--- src/rtl/lane_deskew_pkg.sv ---
package lane_deskew_pkg;

  localparam int unsigned STAT_W = 3;
  localparam logic [STAT_W-1:0] STAT_SKEW_ERR = 3'd7;

  typedef enum logic [1:0] {
    EV_WAIT    = 2'd0,
    EV_ALIGNED = 2'd1,
    EV_FAILED  = 2'd2
  } ev_state_e;

endpackage

--- src/rtl/lane_deskew_dline.sv ---
module lane_deskew_dline #(
  parameter int unsigned DATA_W  = 8,
  parameter int unsigned MAX_DLY = 5,
  parameter int unsigned DLY_W   = 3
) (
  input  logic              clk,
  input  logic              rst_n,
  input  logic [DATA_W-1:0] in_data,
  input  logic              in_mark,
  input  logic [DLY_W-1:0]  dly,
  output logic [DATA_W-1:0] out_data,
  output logic              out_mark
);

  localparam int unsigned SLOT_W = DATA_W + 1;

  logic [MAX_DLY-1:0][SLOT_W-1:0] sr_q;
  logic [MAX_DLY-1:0][SLOT_W-1:0] sr_d;
  logic [SLOT_W-1:0]              tap;
  logic                           shift_en;

  assign shift_en = 1'b1;

  // next-state of the shift chain
  always_comb begin
    sr_d[0] = {in_mark, in_data};
    for (int j = 1; j < int'(MAX_DLY); j++) begin
      sr_d[j] = sr_q[j-1];
    end
  end

  always_ff @(posedge clk or negedge rst_n) begin
    if (!rst_n) begin
      sr_q <= '0;
    end else if (shift_en) begin
      sr_q <= sr_d;
    end
  end

  // tap select: zero delay taps the live input
  always_comb begin
    tap = {in_mark, in_data};
    for (int j = 0; j < int'(MAX_DLY); j++) begin
      if (int'(dly) == j + 1) tap = sr_q[j];
    end
  end

  assign out_mark = tap[SLOT_W-1];
  assign out_data = tap[DATA_W-1:0];

  AST_DLY_IN_RANGE: assert property (@(posedge clk) disable iff (!rst_n)
    int'(dly) <= int'(MAX_DLY))
    else $error("delay select beyond line depth");

endmodule

--- src/rtl/lane_deskew_eval.sv ---
module lane_deskew_eval
  import lane_deskew_pkg::*;
#(
  parameter int unsigned NUM_CH  = 6,
  parameter int unsigned WIN_LEN = 8,
  parameter int unsigned MAX_DLY = 5,
  parameter int unsigned DLY_W   = 3
) (
  input  logic                    clk,
  input  logic                    rst_n,
  input  logic                    clr,
  input  logic [NUM_CH-1:0]       member,
  input  logic [NUM_CH-1:0]       mark_in,
  output ev_state_e               state_o,
  output logic [STAT_W-1:0]       status_o,
  output logic [NUM_CH*DLY_W-1:0] dly_o
);

  localparam int unsigned OFF_W = $clog2(WIN_LEN);
  localparam logic [OFF_W-1:0] LAST_POS = OFF_W'(WIN_LEN - 1);

  ev_state_e                      state_q, state_d;
  logic                           win_open_q, win_open_d;
  logic [OFF_W-1:0]               win_cnt_q, win_cnt_d;
  logic [NUM_CH-1:0]              seen_q, seen_d;
  logic [NUM_CH-1:0][OFF_W-1:0]   off_q, off_d;
  logic [NUM_CH-1:0][OFF_W-1:0]   prev_off_q, prev_off_d;
  logic                           prev_vld_q, prev_vld_d;
  logic [NUM_CH-1:0][DLY_W-1:0]   dly_q, dly_d;
  logic [DLY_W-1:0]               skew_q, skew_d;

  logic [NUM_CH-1:0]              mem_marks;
  logic                           open_now;
  logic [OFF_W-1:0]               pos;
  logic [NUM_CH-1:0]              cur_seen;
  logic [NUM_CH-1:0][OFF_W-1:0]   cur_off;
  logic                           closing;
  logic                           complete;
  logic                           same_shape;
  logic [OFF_W-1:0]               max_off;
  logic                           fits;

  // window tracking
  assign mem_marks = mark_in & member;
  assign open_now  = (state_q == EV_WAIT) && !win_open_q && (|mem_marks);
  assign pos       = win_open_q ? win_cnt_q : '0;
  assign cur_seen  = (win_open_q ? seen_q : '0) | mem_marks;
  assign closing   = (win_open_q || open_now) && (pos == LAST_POS);
  assign complete  = closing && (cur_seen == member);

  always_comb begin
    for (int i = 0; i < int'(NUM_CH); i++) begin
      cur_off[i] = (win_open_q && seen_q[i]) ? off_q[i] : pos;
    end
  end

  always_comb begin
    max_off    = '0;
    same_shape = 1'b1;
    for (int i = 0; i < int'(NUM_CH); i++) begin
      if (member[i]) begin
        if (cur_off[i] > max_off) max_off = cur_off[i];
        if (cur_off[i] != prev_off_q[i]) same_shape = 1'b0;
      end
    end
  end

  assign fits = int'(max_off) <= int'(MAX_DLY);

  // next-state
  always_comb begin
    state_d    = state_q;
    win_open_d = win_open_q;
    win_cnt_d  = win_cnt_q;
    seen_d     = seen_q;
    off_d      = off_q;
    prev_off_d = prev_off_q;
    prev_vld_d = prev_vld_q;
    dly_d      = dly_q;
    skew_d     = skew_q;
    if (clr) begin
      state_d    = EV_WAIT;
      win_open_d = 1'b0;
      win_cnt_d  = '0;
      seen_d     = '0;
      off_d      = '0;
      prev_off_d = '0;
      prev_vld_d = 1'b0;
      dly_d      = '0;
      skew_d     = '0;
    end else if (state_q == EV_WAIT && (win_open_q || open_now)) begin
      if (closing) begin
        win_open_d = 1'b0;
        win_cnt_d  = '0;
        seen_d     = '0;
        if (complete && prev_vld_q && same_shape) begin
          prev_vld_d = 1'b0;
          if (fits) begin
            state_d = EV_ALIGNED;
            skew_d  = DLY_W'(max_off);
            for (int i = 0; i < int'(NUM_CH); i++) begin
              dly_d[i] = member[i] ? DLY_W'(max_off - cur_off[i]) : '0;
            end
          end else begin
            state_d = EV_FAILED;
          end
        end else if (complete) begin
          prev_off_d = cur_off;
          prev_vld_d = 1'b1;
        end else begin
          prev_vld_d = 1'b0;
        end
      end else begin
        win_open_d = 1'b1;
        win_cnt_d  = pos + OFF_W'(1);
        seen_d     = cur_seen;
        off_d      = cur_off;
      end
    end
  end

  // registers
  always_ff @(posedge clk or negedge rst_n) begin
    if (!rst_n) begin
      state_q    <= EV_WAIT;
      win_open_q <= 1'b0;
      win_cnt_q  <= '0;
      seen_q     <= '0;
      off_q      <= '0;
      prev_off_q <= '0;
      prev_vld_q <= 1'b0;
      dly_q      <= '0;
      skew_q     <= '0;
    end else begin
      state_q    <= state_d;
      win_open_q <= win_open_d;
      win_cnt_q  <= win_cnt_d;
      seen_q     <= seen_d;
      off_q      <= off_d;
      prev_off_q <= prev_off_d;
      prev_vld_q <= prev_vld_d;
      dly_q      <= dly_d;
      skew_q     <= skew_d;
    end
  end

  always_comb begin
    case (state_q)
      EV_ALIGNED: status_o = STAT_W'(skew_q);
      EV_FAILED:  status_o = STAT_SKEW_ERR;
      default:    status_o = '0;
    endcase
  end

  assign state_o = state_q;
  assign dly_o   = dly_q;

  AST_VERDICT_HOLDS: assert property (@(posedge clk) disable iff (!rst_n)
    (state_q != EV_WAIT && !clr) |=> state_q == $past(state_q))
    else $error("verdict changed without clear");

  AST_NO_DELAY_UNLESS_ALIGNED: assert property (@(posedge clk) disable iff (!rst_n)
    (state_q != EV_ALIGNED) |-> (dly_q == '0))
    else $error("delay applied outside aligned state");

endmodule

--- src/rtl/lane_deskew_mon.sv ---
module lane_deskew_mon #(
  parameter int unsigned NUM_CH = 6
) (
  input  logic              clk,
  input  logic              rst_n,
  input  logic              clr,
  input  logic              enable,
  input  logic [NUM_CH-1:0] member,
  input  logic [NUM_CH-1:0] mark_out,
  output logic [NUM_CH-1:0] err
);

  logic [NUM_CH-1:0] ref_hot;
  logic              ref_found;
  logic              ref_mark;
  logic [NUM_CH-1:0] mismatch;
  logic [NUM_CH-1:0] err_q, err_d;

  // lowest-numbered member is the reference
  always_comb begin
    ref_hot   = '0;
    ref_found = 1'b0;
    for (int i = 0; i < int'(NUM_CH); i++) begin
      if (member[i] && !ref_found) begin
        ref_hot[i] = 1'b1;
        ref_found  = 1'b1;
      end
    end
  end

  assign ref_mark = |(mark_out & ref_hot);
  assign mismatch = member & (mark_out ^ {NUM_CH{ref_mark}});

  always_comb begin
    err_d = err_q;
    if (clr) begin
      err_d = '0;
    end else if (enable) begin
      err_d = err_q | mismatch;
    end
  end

  always_ff @(posedge clk or negedge rst_n) begin
    if (!rst_n) begin
      err_q <= '0;
    end else begin
      err_q <= err_d;
    end
  end

  assign err = err_q;

  AST_MON_GATED: assert property (@(posedge clk) disable iff (!rst_n)
    (!enable && !clr) |=> $stable(err_q))
    else $error("monitor bits moved while monitor disabled");

  AST_MON_STICKY: assert property (@(posedge clk) disable iff (!rst_n)
    (|($past(err_q) & ~err_q)) |-> $past(clr))
    else $error("monitor bit dropped without clear");

endmodule

--- src/rtl/lane_deskew.sv ---
module lane_deskew
  import lane_deskew_pkg::*;
#(
  parameter int unsigned       NUM_CH  = 6,
  parameter int unsigned       DATA_W  = 8,
  parameter int unsigned       MAX_DLY = 5,
  parameter int unsigned       WIN_LEN = 8,
  parameter logic [NUM_CH-1:0] SL_MASK = 6'b010001
) (
  input  logic                     clk,
  input  logic                     rst_n,
  input  logic                     dsk_clear,
  input  logic [NUM_CH-1:0]        lane_member,
  input  logic                     single_lane,
  input  logic [NUM_CH*DATA_W-1:0] ch_data,
  input  logic [NUM_CH-1:0]        ch_mark,
  output logic [NUM_CH*DATA_W-1:0] out_data,
  output logic [NUM_CH-1:0]        out_mark,
  output logic                     eval_done,
  output logic [STAT_W-1:0]        dsk_status,
  output logic [NUM_CH-1:0]        active_chans,
  output logic [NUM_CH-1:0]        monitor_err
);

  localparam int unsigned DLY_W = $clog2(MAX_DLY + 1);

  logic [NUM_CH-1:0]       eff_member;
  ev_state_e               ev_state;
  logic [NUM_CH*DLY_W-1:0] dly_flat;
  logic [NUM_CH-1:0]       active_q, active_d;

  assign eff_member = single_lane ? (lane_member & SL_MASK) : lane_member;

  // sticky marker-seen bits
  always_comb begin
    active_d = active_q;
    if (dsk_clear) begin
      active_d = '0;
    end else begin
      active_d = active_q | (ch_mark & eff_member);
    end
  end

  always_ff @(posedge clk or negedge rst_n) begin
    if (!rst_n) begin
      active_q <= '0;
    end else begin
      active_q <= active_d;
    end
  end

  lane_deskew_eval #(
    .NUM_CH (NUM_CH),
    .WIN_LEN(WIN_LEN),
    .MAX_DLY(MAX_DLY),
    .DLY_W  (DLY_W)
  ) eval_i (
    .clk     (clk),
    .rst_n   (rst_n),
    .clr     (dsk_clear),
    .member  (eff_member),
    .mark_in (ch_mark),
    .state_o (ev_state),
    .status_o(dsk_status),
    .dly_o   (dly_flat)
  );

  for (genvar g = 0; g < NUM_CH; g++) begin : g_lane
    lane_deskew_dline #(
      .DATA_W (DATA_W),
      .MAX_DLY(MAX_DLY),
      .DLY_W  (DLY_W)
    ) dline_i (
      .clk     (clk),
      .rst_n   (rst_n),
      .in_data (ch_data[g*DATA_W +: DATA_W]),
      .in_mark (ch_mark[g]),
      .dly     (dly_flat[g*DLY_W +: DLY_W]),
      .out_data(out_data[g*DATA_W +: DATA_W]),
      .out_mark(out_mark[g])
    );
  end

  lane_deskew_mon #(
    .NUM_CH(NUM_CH)
  ) mon_i (
    .clk     (clk),
    .rst_n   (rst_n),
    .clr     (dsk_clear),
    .enable  (ev_state == EV_ALIGNED),
    .member  (eff_member),
    .mark_out(out_mark),
    .err     (monitor_err)
  );

  assign eval_done    = (ev_state != EV_WAIT);
  assign active_chans = active_q;

  AST_STATUS_NOT_SIX: assert property (@(posedge clk) disable iff (!rst_n)
    dsk_status != 3'd6)
    else $error("reserved status code produced");

  AST_IDLE_ZERO: assert property (@(posedge clk) disable iff (!rst_n)
    !eval_done |-> (dsk_status == '0 && monitor_err == '0))
    else $error("status visible before verdict");

  AST_DONE_HOLDS: assert property (@(posedge clk) disable iff (!rst_n)
    (eval_done && !dsk_clear) |=> eval_done)
    else $error("done flag dropped without clear");

  AST_CLEAR_RESTART: assert property (@(posedge clk) disable iff (!rst_n)
    dsk_clear |=> (!eval_done && active_chans == '0 && monitor_err == '0))
    else $error("clear did not restart");

  AST_ACTIVE_STICKY: assert property (@(posedge clk) disable iff (!rst_n)
    (|($past(active_chans) & ~active_chans)) |-> $past(dsk_clear))
    else $error("active bit dropped without clear");

endmodule

--- config.mk ---
export PLATFORM = sky130hd
export DESIGN_NAME = lane_deskew
export DESIGN_NICKNAME = d
export VERILOG_FILES = /design/src/rtl/lane_deskew_pkg.sv /design/src/rtl/lane_deskew_dline.sv /design/src/rtl/lane_deskew_eval.sv /design/src/rtl/lane_deskew_mon.sv /design/src/rtl/lane_deskew.sv
export SDC_FILE = /design/constraint.sdc
export NUM_CORES = 1
export LEC_CHECK = 0
export BUFFER_PORTS_ARGS = -buffer_cell sky130_fd_sc_hd__buf_2
export CAP_MARGIN = 0
export CORE_MARGIN = 2
export CORE_UTILIZATION = 45
export CTS_CLUSTER_SIZE = 14
export DETAILED_ROUTE_END_ITERATION = 7
export PLACE_DENSITY = 0.65
export SLEW_MARGIN = 30
export SYNTH_ARGS = -nofsm -noshare
export SYNTH_HDL_FRONTEND = slang
export SYNTH_SLANG_ARGS = --single-unit
--- constraint.sdc ---
create_clock -name clk -period 7.65 [get_ports clk]
set_clock_uncertainty 0.1 [all_clocks]
set_input_delay 0.765 -clock clk [delete_from_list [all_inputs] [get_ports clk]]
set_output_delay 0.765 -clock clk [all_outputs]
set_load 0.05 [all_outputs]
=== Word level (Yosys, flattened, before mapping) ===
Index checks and enable logic that the tools add are counted.

* Logic and storage cells: 279
* Register bits after elaboration: 352
* Output and inout port bits: 70
* Input bits: 64

* Mux-type cells: 120
* Add/subtract/negate cells: 7
* Magnitude comparators: 7
* Equality and inequality tests: 42
* Reduce and logical (&&, ||, !) cells: 40
* Bitwise operators: 7

{| class="wikitable"
|+ Operator list
! operator !! number
|-
| $mux 9 || 30
|-
| $mux 18 || 13
|-
| $mux 3 || 33
|-
| $eq 3x3->1 const B || 25
|-
| $mux 6 || 8
|-
| $mux 1 || 30
|-
| $and 6x6->6 || 3
|-
| $eq 3x2->1 const B || 6
|-
| $logic_and 1x1->1 || 18
|-
| $ne 3x3->1 || 6
|-
| $or 6x6->6 || 3
|-
| $sub 3x3->3 || 6
|-
| $gt 3x3->1 || 5
|-
| $reduce_bool 2->1 || 7
|-
| $reduce_or 6->1 || 2
|-
| $mux 2 || 5
|-
| $reduce_and 4->1 || 2
|-
| $eq 6x6->1 || 1
|-
| $logic_not 1->1 || 6
|-
| $pmux 3 s2 || 1
|-
| $xor 6x6->6 || 1
|-
| $ne 2x2->1 const B || 2
|-
| $reduce_and 2->1 || 2
|-
| $add 3x1->3 const B || 1
|-
| other kinds (7) || 7
|}

=== Longest topological paths before layout ===
* Depth in word-level cells: 27
* Depth in mapped cells: 40
* Depth with buffers taken out: 39

=== Hierarchy ===
From an unflattened synthesis, not the netlist that was laid out.

* Cells, all modules: 1369
* Area total of the unflattened synthesis: 17162.7 um^2

{| class="wikitable"
|+ By module, submodules not included
! module !! area each (um^2) !! instances !! cells each !! sequential area each (um^2)
|-
| lane_deskew_dline || 1941.9 || 6 || 132 || 1126.1
|-
| lane_deskew_eval || 4765.8 || 1 || 505 || 1751.7
|-
| lane_deskew_mon || 465.4 || 1 || 44 || 150.1
|-
| lane_deskew || 280.3 || 1 || 28 || 150.1
|}

=== Worst setup path before layout ===
No wires, ideal clock.

* Path type: input-to-reg
* Start point: input port lane_member[0]
* End point: register eval_i.dly_q (netlist bit eval_i.dly_o[2])
* Arrival time: 8.569 ns
* Cell stages on the path: 39
* Path buffers: 1
* Setup slack: -1.144 ns
* Cell sequence: clkbuf_1 > nand2_1 > nor2b_1 > inv_1 > ha_1 > or2_2 > o311ai_4 > o21ai_0 > and2_1 > ha_1 > nor2b_1 > o21ai_0 > a2111oi_2 > a21o_1 > ha_1 > nor2b_1 > o311a_1 > and2_1 > (+3 left out) > or2_2 > o21a_1 > and3_1 > a31o_1 > a21oi_2 > ha_1 > nor2b_1 > o21a_1 > o21ai_1 > a31oi_1 > mux2i_1 > ha_1 > inv_1 > fa_1 > xnor2_1 > xnor2_1 > nor3_1 > mux2_4

* Cells in the longest elaborated chain, start to end: 24
* Elaborated cells on any way between the ends: 52
* Those cells by class: add/sub: 1; order compare: 6; eq/ne: 1; mux: 29; bitwise: 2; reduce/logical: 13

{| class="wikitable"
|+ RTL lines
! item !! line !! RTL
|-
| start, declared || lane_deskew.sv:13 || <nowiki>input logic [NUM_CH-1:0] lane_member,</nowiki>
|-
| $mux 6 * || lane_deskew.sv:32 || <nowiki>assign eff_member = single_lane ? (lane_member & SL_MASK) : lane_member;</nowiki>
|-
| $mux 3 || lane_deskew_eval.sv:61 || <nowiki>if (member[i]) begin</nowiki>
|-
| $gt 3x3->1 || lane_deskew_eval.sv:62 || <nowiki>if (cur_off[i] > max_off) max_off = cur_off[i];</nowiki>
|-
| $mux 3 || lane_deskew_eval.sv:62 ||
|-
| $mux 3 || lane_deskew_eval.sv:61 ||
|-
| $gt 3x3->1 || lane_deskew_eval.sv:62 ||
|-
| $mux 3 || lane_deskew_eval.sv:62 ||
|-
| $mux 3 || lane_deskew_eval.sv:61 ||
|-
| (+8 left out) || n/a ||
|-
| $mux 3 || lane_deskew_eval.sv:61 ||
|-
| $sub 3x3->3 || lane_deskew_eval.sv:102 || <nowiki>dly_d[i] = member[i] ? DLY_W'(max_off - cur_off[i]) : '0;</nowiki>
|-
| $mux 3 || lane_deskew_eval.sv:102 ||
|-
| $mux 18 || lane_deskew_eval.sv:98 || <nowiki>if (fits) begin</nowiki>
|-
| $mux 18 || lane_deskew_eval.sv:96 || <nowiki>if (complete && prev_vld_q && same_shape) begin</nowiki>
|-
| $mux 18 || lane_deskew_eval.sv:92 || <nowiki>if (closing) begin</nowiki>
|-
| $mux 18 || lane_deskew_eval.sv:91 || <nowiki>end else if (state_q == EV_WAIT && (win_open_q || open_now)) begin</nowiki>
|-
| $mux 18 || lane_deskew_eval.sv:81 || <nowiki>if (clr) begin</nowiki>
|-
| end signal, assigned || lane_deskew_eval.sv:142 || <nowiki>dly_q <= dly_d;</nowiki>
|-
| end, declared || lane_deskew_eval.sv:29 || <nowiki>logic [NUM_CH-1:0][DLY_W-1:0] dly_q, dly_d;</nowiki>
|}

Every way passes the cells marked *; elsewhere a longest branch is shown, timed or not. The select of a mux whose other input is x is not followed.
A chain may end at the register's enable or synchronous reset.

=== Final worst setup path ===
* Start point: register eval_i.seen_q[0]
* End point: register eval_i.dly_q (netlist bit eval_i.dly_o[11])

* Cells in the longest elaborated chain, start to end: 27
* Elaborated cells on any way between the ends: 50
* Those cells by class: add/sub: 1; order compare: 7; eq/ne: 2; mux: 32; bitwise: 1; reduce/logical: 7

{| class="wikitable"
|+ RTL lines
! item !! line !! RTL
|-
| start, declared || lane_deskew_eval.sv:25 || <nowiki>logic [NUM_CH-1:0] seen_q, seen_d;</nowiki>
|-
| start signal, assigned || lane_deskew_eval.sv:138 || <nowiki>seen_q <= seen_d;</nowiki>
|-
| $logic_and 1x1->1 || lane_deskew_eval.sv:53 || <nowiki>cur_off[i] = (win_open_q && seen_q[i]) ? off_q[i] : pos;</nowiki>
|-
| $mux 3 || lane_deskew_eval.sv:53 ||
|-
| $gt 3x1->1 || lane_deskew_eval.sv:62 ||
|-
| $mux 3 || lane_deskew_eval.sv:62 ||
|-
| $mux 3 || lane_deskew_eval.sv:61 ||
|-
| $gt 3x3->1 || lane_deskew_eval.sv:62 ||
|-
| $mux 3 || lane_deskew_eval.sv:62 ||
|-
| $mux 3 || lane_deskew_eval.sv:61 ||
|-
| (+11 left out) || n/a ||
|-
| $mux 3 || lane_deskew_eval.sv:61 ||
|-
| $sub 3x3->3 || lane_deskew_eval.sv:102 ||
|-
| $mux 3 || lane_deskew_eval.sv:102 ||
|-
| $mux 18 || lane_deskew_eval.sv:98 ||
|-
| $mux 18 || lane_deskew_eval.sv:96 ||
|-
| $mux 18 || lane_deskew_eval.sv:92 ||
|-
| $mux 18 || lane_deskew_eval.sv:91 ||
|-
| $mux 18 || lane_deskew_eval.sv:81 ||
|}

Several ways; a longest one is shown, not always the timed one. The select of a mux whose other input is x is not followed.

==> flow_summary_export.csv <==
group,metric,value,unit
synth,async_flop_share,100,%
synth,ys_seq_area_share,56.6,%
timing,worst_pin_slew,973,ps
grt,grt_pass1_wl,59.2,mm
power_and_ir_drop,power,4270,uW
grt,grt_use_met1,29.3,%
critical_path,start_kind,"flip-flop",
place,port_buffers,133,
cts,cts_buffers,38,
cts,clkTransAtPathRegs,60,ps
cells_and_area,multi_input_area,6580,um2
die,core,34300,um2
die,dieArea,36100,um2
timing,setup_slack,-313,ps
cells_and_area,layout.cells.most_common_list,"dfrtp_1, nor2_1, buf_2",
die,die_x,190,um
synth,netlist_instances,1397,
cts,htreeDepth,2,
run_status,violations,"negative setup slack",
die,die_h,190,um
grt,grt_start_max_net_pins,187,
cts,insertion_delay,520,ps
die,num_io_pins,134,
timing,period_minus_slack,7960,ps
cts,cts_tree,"done",
timing,fin_crit_sh,104,%
place,dp_hpwl,24.2,mm
timing,finalHoldWorstSlack,137,ps
cts,cts_root_buffer,"clkbuf_16",
synth,synth_fp_nets,1493,
critical_path,required,7950,ps
cells_and_area,final_common_cell,"dfrtp_1",
critical_path,crit_buf_inv,2,
grt,busiest_layer,"met2",
die,rows,68,
grt,overflow,0,
run_status,status,"complete, but fails checks",
cts,holdBufCountCts,0,
grt,grt_pass1_vias,11000,
route,wl_per_cell,18.0,um
critical_path,cp-end-kind,"flip-flop",
critical_path,critical-path-top-delay-family,"compound AO/OA/AOI/OAI gates",
synth,netlist_area,15600,um2
synth,synth-seq-cells,352,
synth,synth_edf_count,0,
cells_and_area,drive_gt1_share,26.5,%
cells_and_area,num-fill-cells,2888,
cells_and_area,area_growth_syn_to_layout,20.4,%
place,numPlacedInstances,1964,
synth,yosys_warnings,0,
power_and_ir_drop,p_leak,0.00810,uW
route,antenna_left,0,
synth,synth_top_area_cell,"dfrtp_1",
cts,cts.sinks,352,
worst_hold_path,hp-class,"primary input to async pin",
timing,slew_headroom,35.1,%
critical_path,crit_type,"flip-flop to flip-flop",
critical_path,arrival,8270,ps
route,drt-initial-drc-count,747,
synth,ys_types,78,
power_and_ir_drop,vdd_drop_max,0.000137,V
route,vias_per_cell,5.38,
die,initial_core_util,45.4,%
synth,synth_top_area_share,56.6,%
power_and_ir_drop,p_per_area,228,nW/um2
timing,rsz0062_at_grt,"true",
timing,hold_viol,0,
route,drt-pass1-iter-count,5,
route,routed_wl,36.9,mm
grt,antenna_found_initial,1,
flow_run,drv_cap,0,
timing,fmax,126,MHz
cells_and_area,design_area,18700,um2
grt,met2_usage,31.9,%
route,post-route-drc-count,0,
grt,grt_usage,20.3,%
cells_and_area,final_core_utilization,54.7,%
route,via_count,11000,
cells_and_area,regArea,8810,um2
place,gp_congestion,0.863,
critical_path,critPathSlowestCell,"dfrtp_1",
grt,use_met3,2.97,%
cts,clock_path_buffers,3,
critical_path,crit_path_max_fanout,6,
synth,syn_avg_cell_area,11.1,um2
timing,maxSlewViolCount,0,
synth,synth_area_leaders,"dfrtp_1, mux2i_1, nor2_1",
cells_and_area,fin_cells,2047,
place,place_area,17100,um2
timing,setup_viol,10,
critical_path,cpPeakStageDelay,420,ps
cells_and_area,nets,1661,
critical_path,ff2ff_setup_slack,-310,ps
synth,ys.flop_type,"dfrtp_1",
metrics by stage:
| stage | setup slack (ps) | TNS (ps) |
|---|---|---|
| global route | -553 | -6130 |
| finish | -313 | -1590 |
| global placement | -551 | -5690 |
| CTS | -260 | -1070 |
| floorplan | -374 | -2720 |
| detailed placement | -753 | -9940 |
cells by family after synthesis:
logic type,Yosys count,share of synthesized area [%]
AND/OR/NAND/NOR,403,11.7
flip-flops,352,56.6
AO/OA/AOI/OAI,283,11.6
multiplexers,165,11.7
buffers and inverters,133,3.86
adder cells (fa/ha/maj),32,2.86
XOR/XNOR,29,1.68
timing repair:
item,CTS,global route
gates cloned,0,1
setup endpoints to repair,22,23
setup buffers,8,6
pin swaps,30,20
gates resized for setup,23,16
registers in the layout, summed over array words and instances, names as in the netlist:
name	cells
active_chans	6
eval_i.dly_o	18
eval_i.win_open_q	1
eval_i.win_cnt_q	3
eval_i.prev_off_q	18
eval_i.off_q	18
eval_i.state_o	2
mon_i.err	6
eval_i.seen_q	6
eval_i.prev_vld_q	1
g_lane.dline_i.sr_d	216
eval_i.skew_q	3
g_lane.dline_i.sr_q	54
worst reg2reg max path, delay by kind of cell, from the launching register on:
kind / cells / cell delay, ps
XOR/XNOR: 2 / 340
buffers and inverters: 2 / 220
multiplexers: 4 / 1200
AND/OR/NAND/NOR: 9 / 1320
flip-flops: 1 / 420
AO/OA/AOI/OAI: 12 / 2540
adder cells (fa/ha/maj): 7 / 1680
synthesized netlist by cell type (7+ instances only):
cell type and n:
dfrtp_1 352, nor2_1 155, nand2_1 132, mux2i_1 107
o21ai_0 82, a21oi_1 79, clkbuf_1 56, inv_1 41
mux2_2 41, o22ai_1 32, nor2b_1 27, ha_1 26
xnor2_1 23, nand3_1 19, a221o_1 18, nor3_1 16
buf_4 12, nand2b_1 12, o211ai_1 11, buf_1 9
mux2_4 9, and2_1 8, buf_2 8, a31oi_1 7
cell type report:
cell class | count | share of cell area [%]
antenna | 1 | 0.0133
inverter | 43 | 0.874
sequential | 352 | 47.0
tap | 455 | 3.04
clock buffer | 60 | 6.21
multi-input combinational | 912 | 35.1
timing repair buffer | 218 | 7.42
clock inverter | 6 | 0.334
routing by layer:
metal	wire (um)	vias up
li1	-	5195
met2	17400	264
met3	1640	79
met5	0	-
met1	17000	5485
met4	899	0
path summary, 6_finish.rpt:
path / startpoint / end / cells after the start
max: eval_i.seen_q[0]$_DFFE_PN0P_ / eval_i.dly_o[11]$_DFFE_PN0P_ / 36
max in group asynchronous: rst_n / eval_i.dly_o[0]$_DFFE_PN0P_ / 3
min reg2reg: g_lane[5].dline_i.sr_d[30]$_DFF_PN0_ / g_lane[5].dline_i.sr_d[39]$_DFF_PN0_ / 0
max reg2reg: eval_i.seen_q[0]$_DFFE_PN0P_ / eval_i.dly_o[11]$_DFFE_PN0P_ / 36
min in group clk: ch_data[40] / g_lane[5].dline_i.sr_d[9]$_DFF_PN0_ / 1
min: rst_n / g_lane[2].dline_i.sr_d[9]$_DFF_PN0_ / 1
where the power goes:
| part | internal (uW) | total, uW | switching (uW) |
|---|---|---|---|
| clock | 1080 | 1800 | 721 |
| sequential | 1940 | 1980 | 42.8 |
| combinational | 188 | 493 | 305 |
| total | 3210 | 4270 | 1070 |
Note: power is estimated with default switching activity, not from simulation.
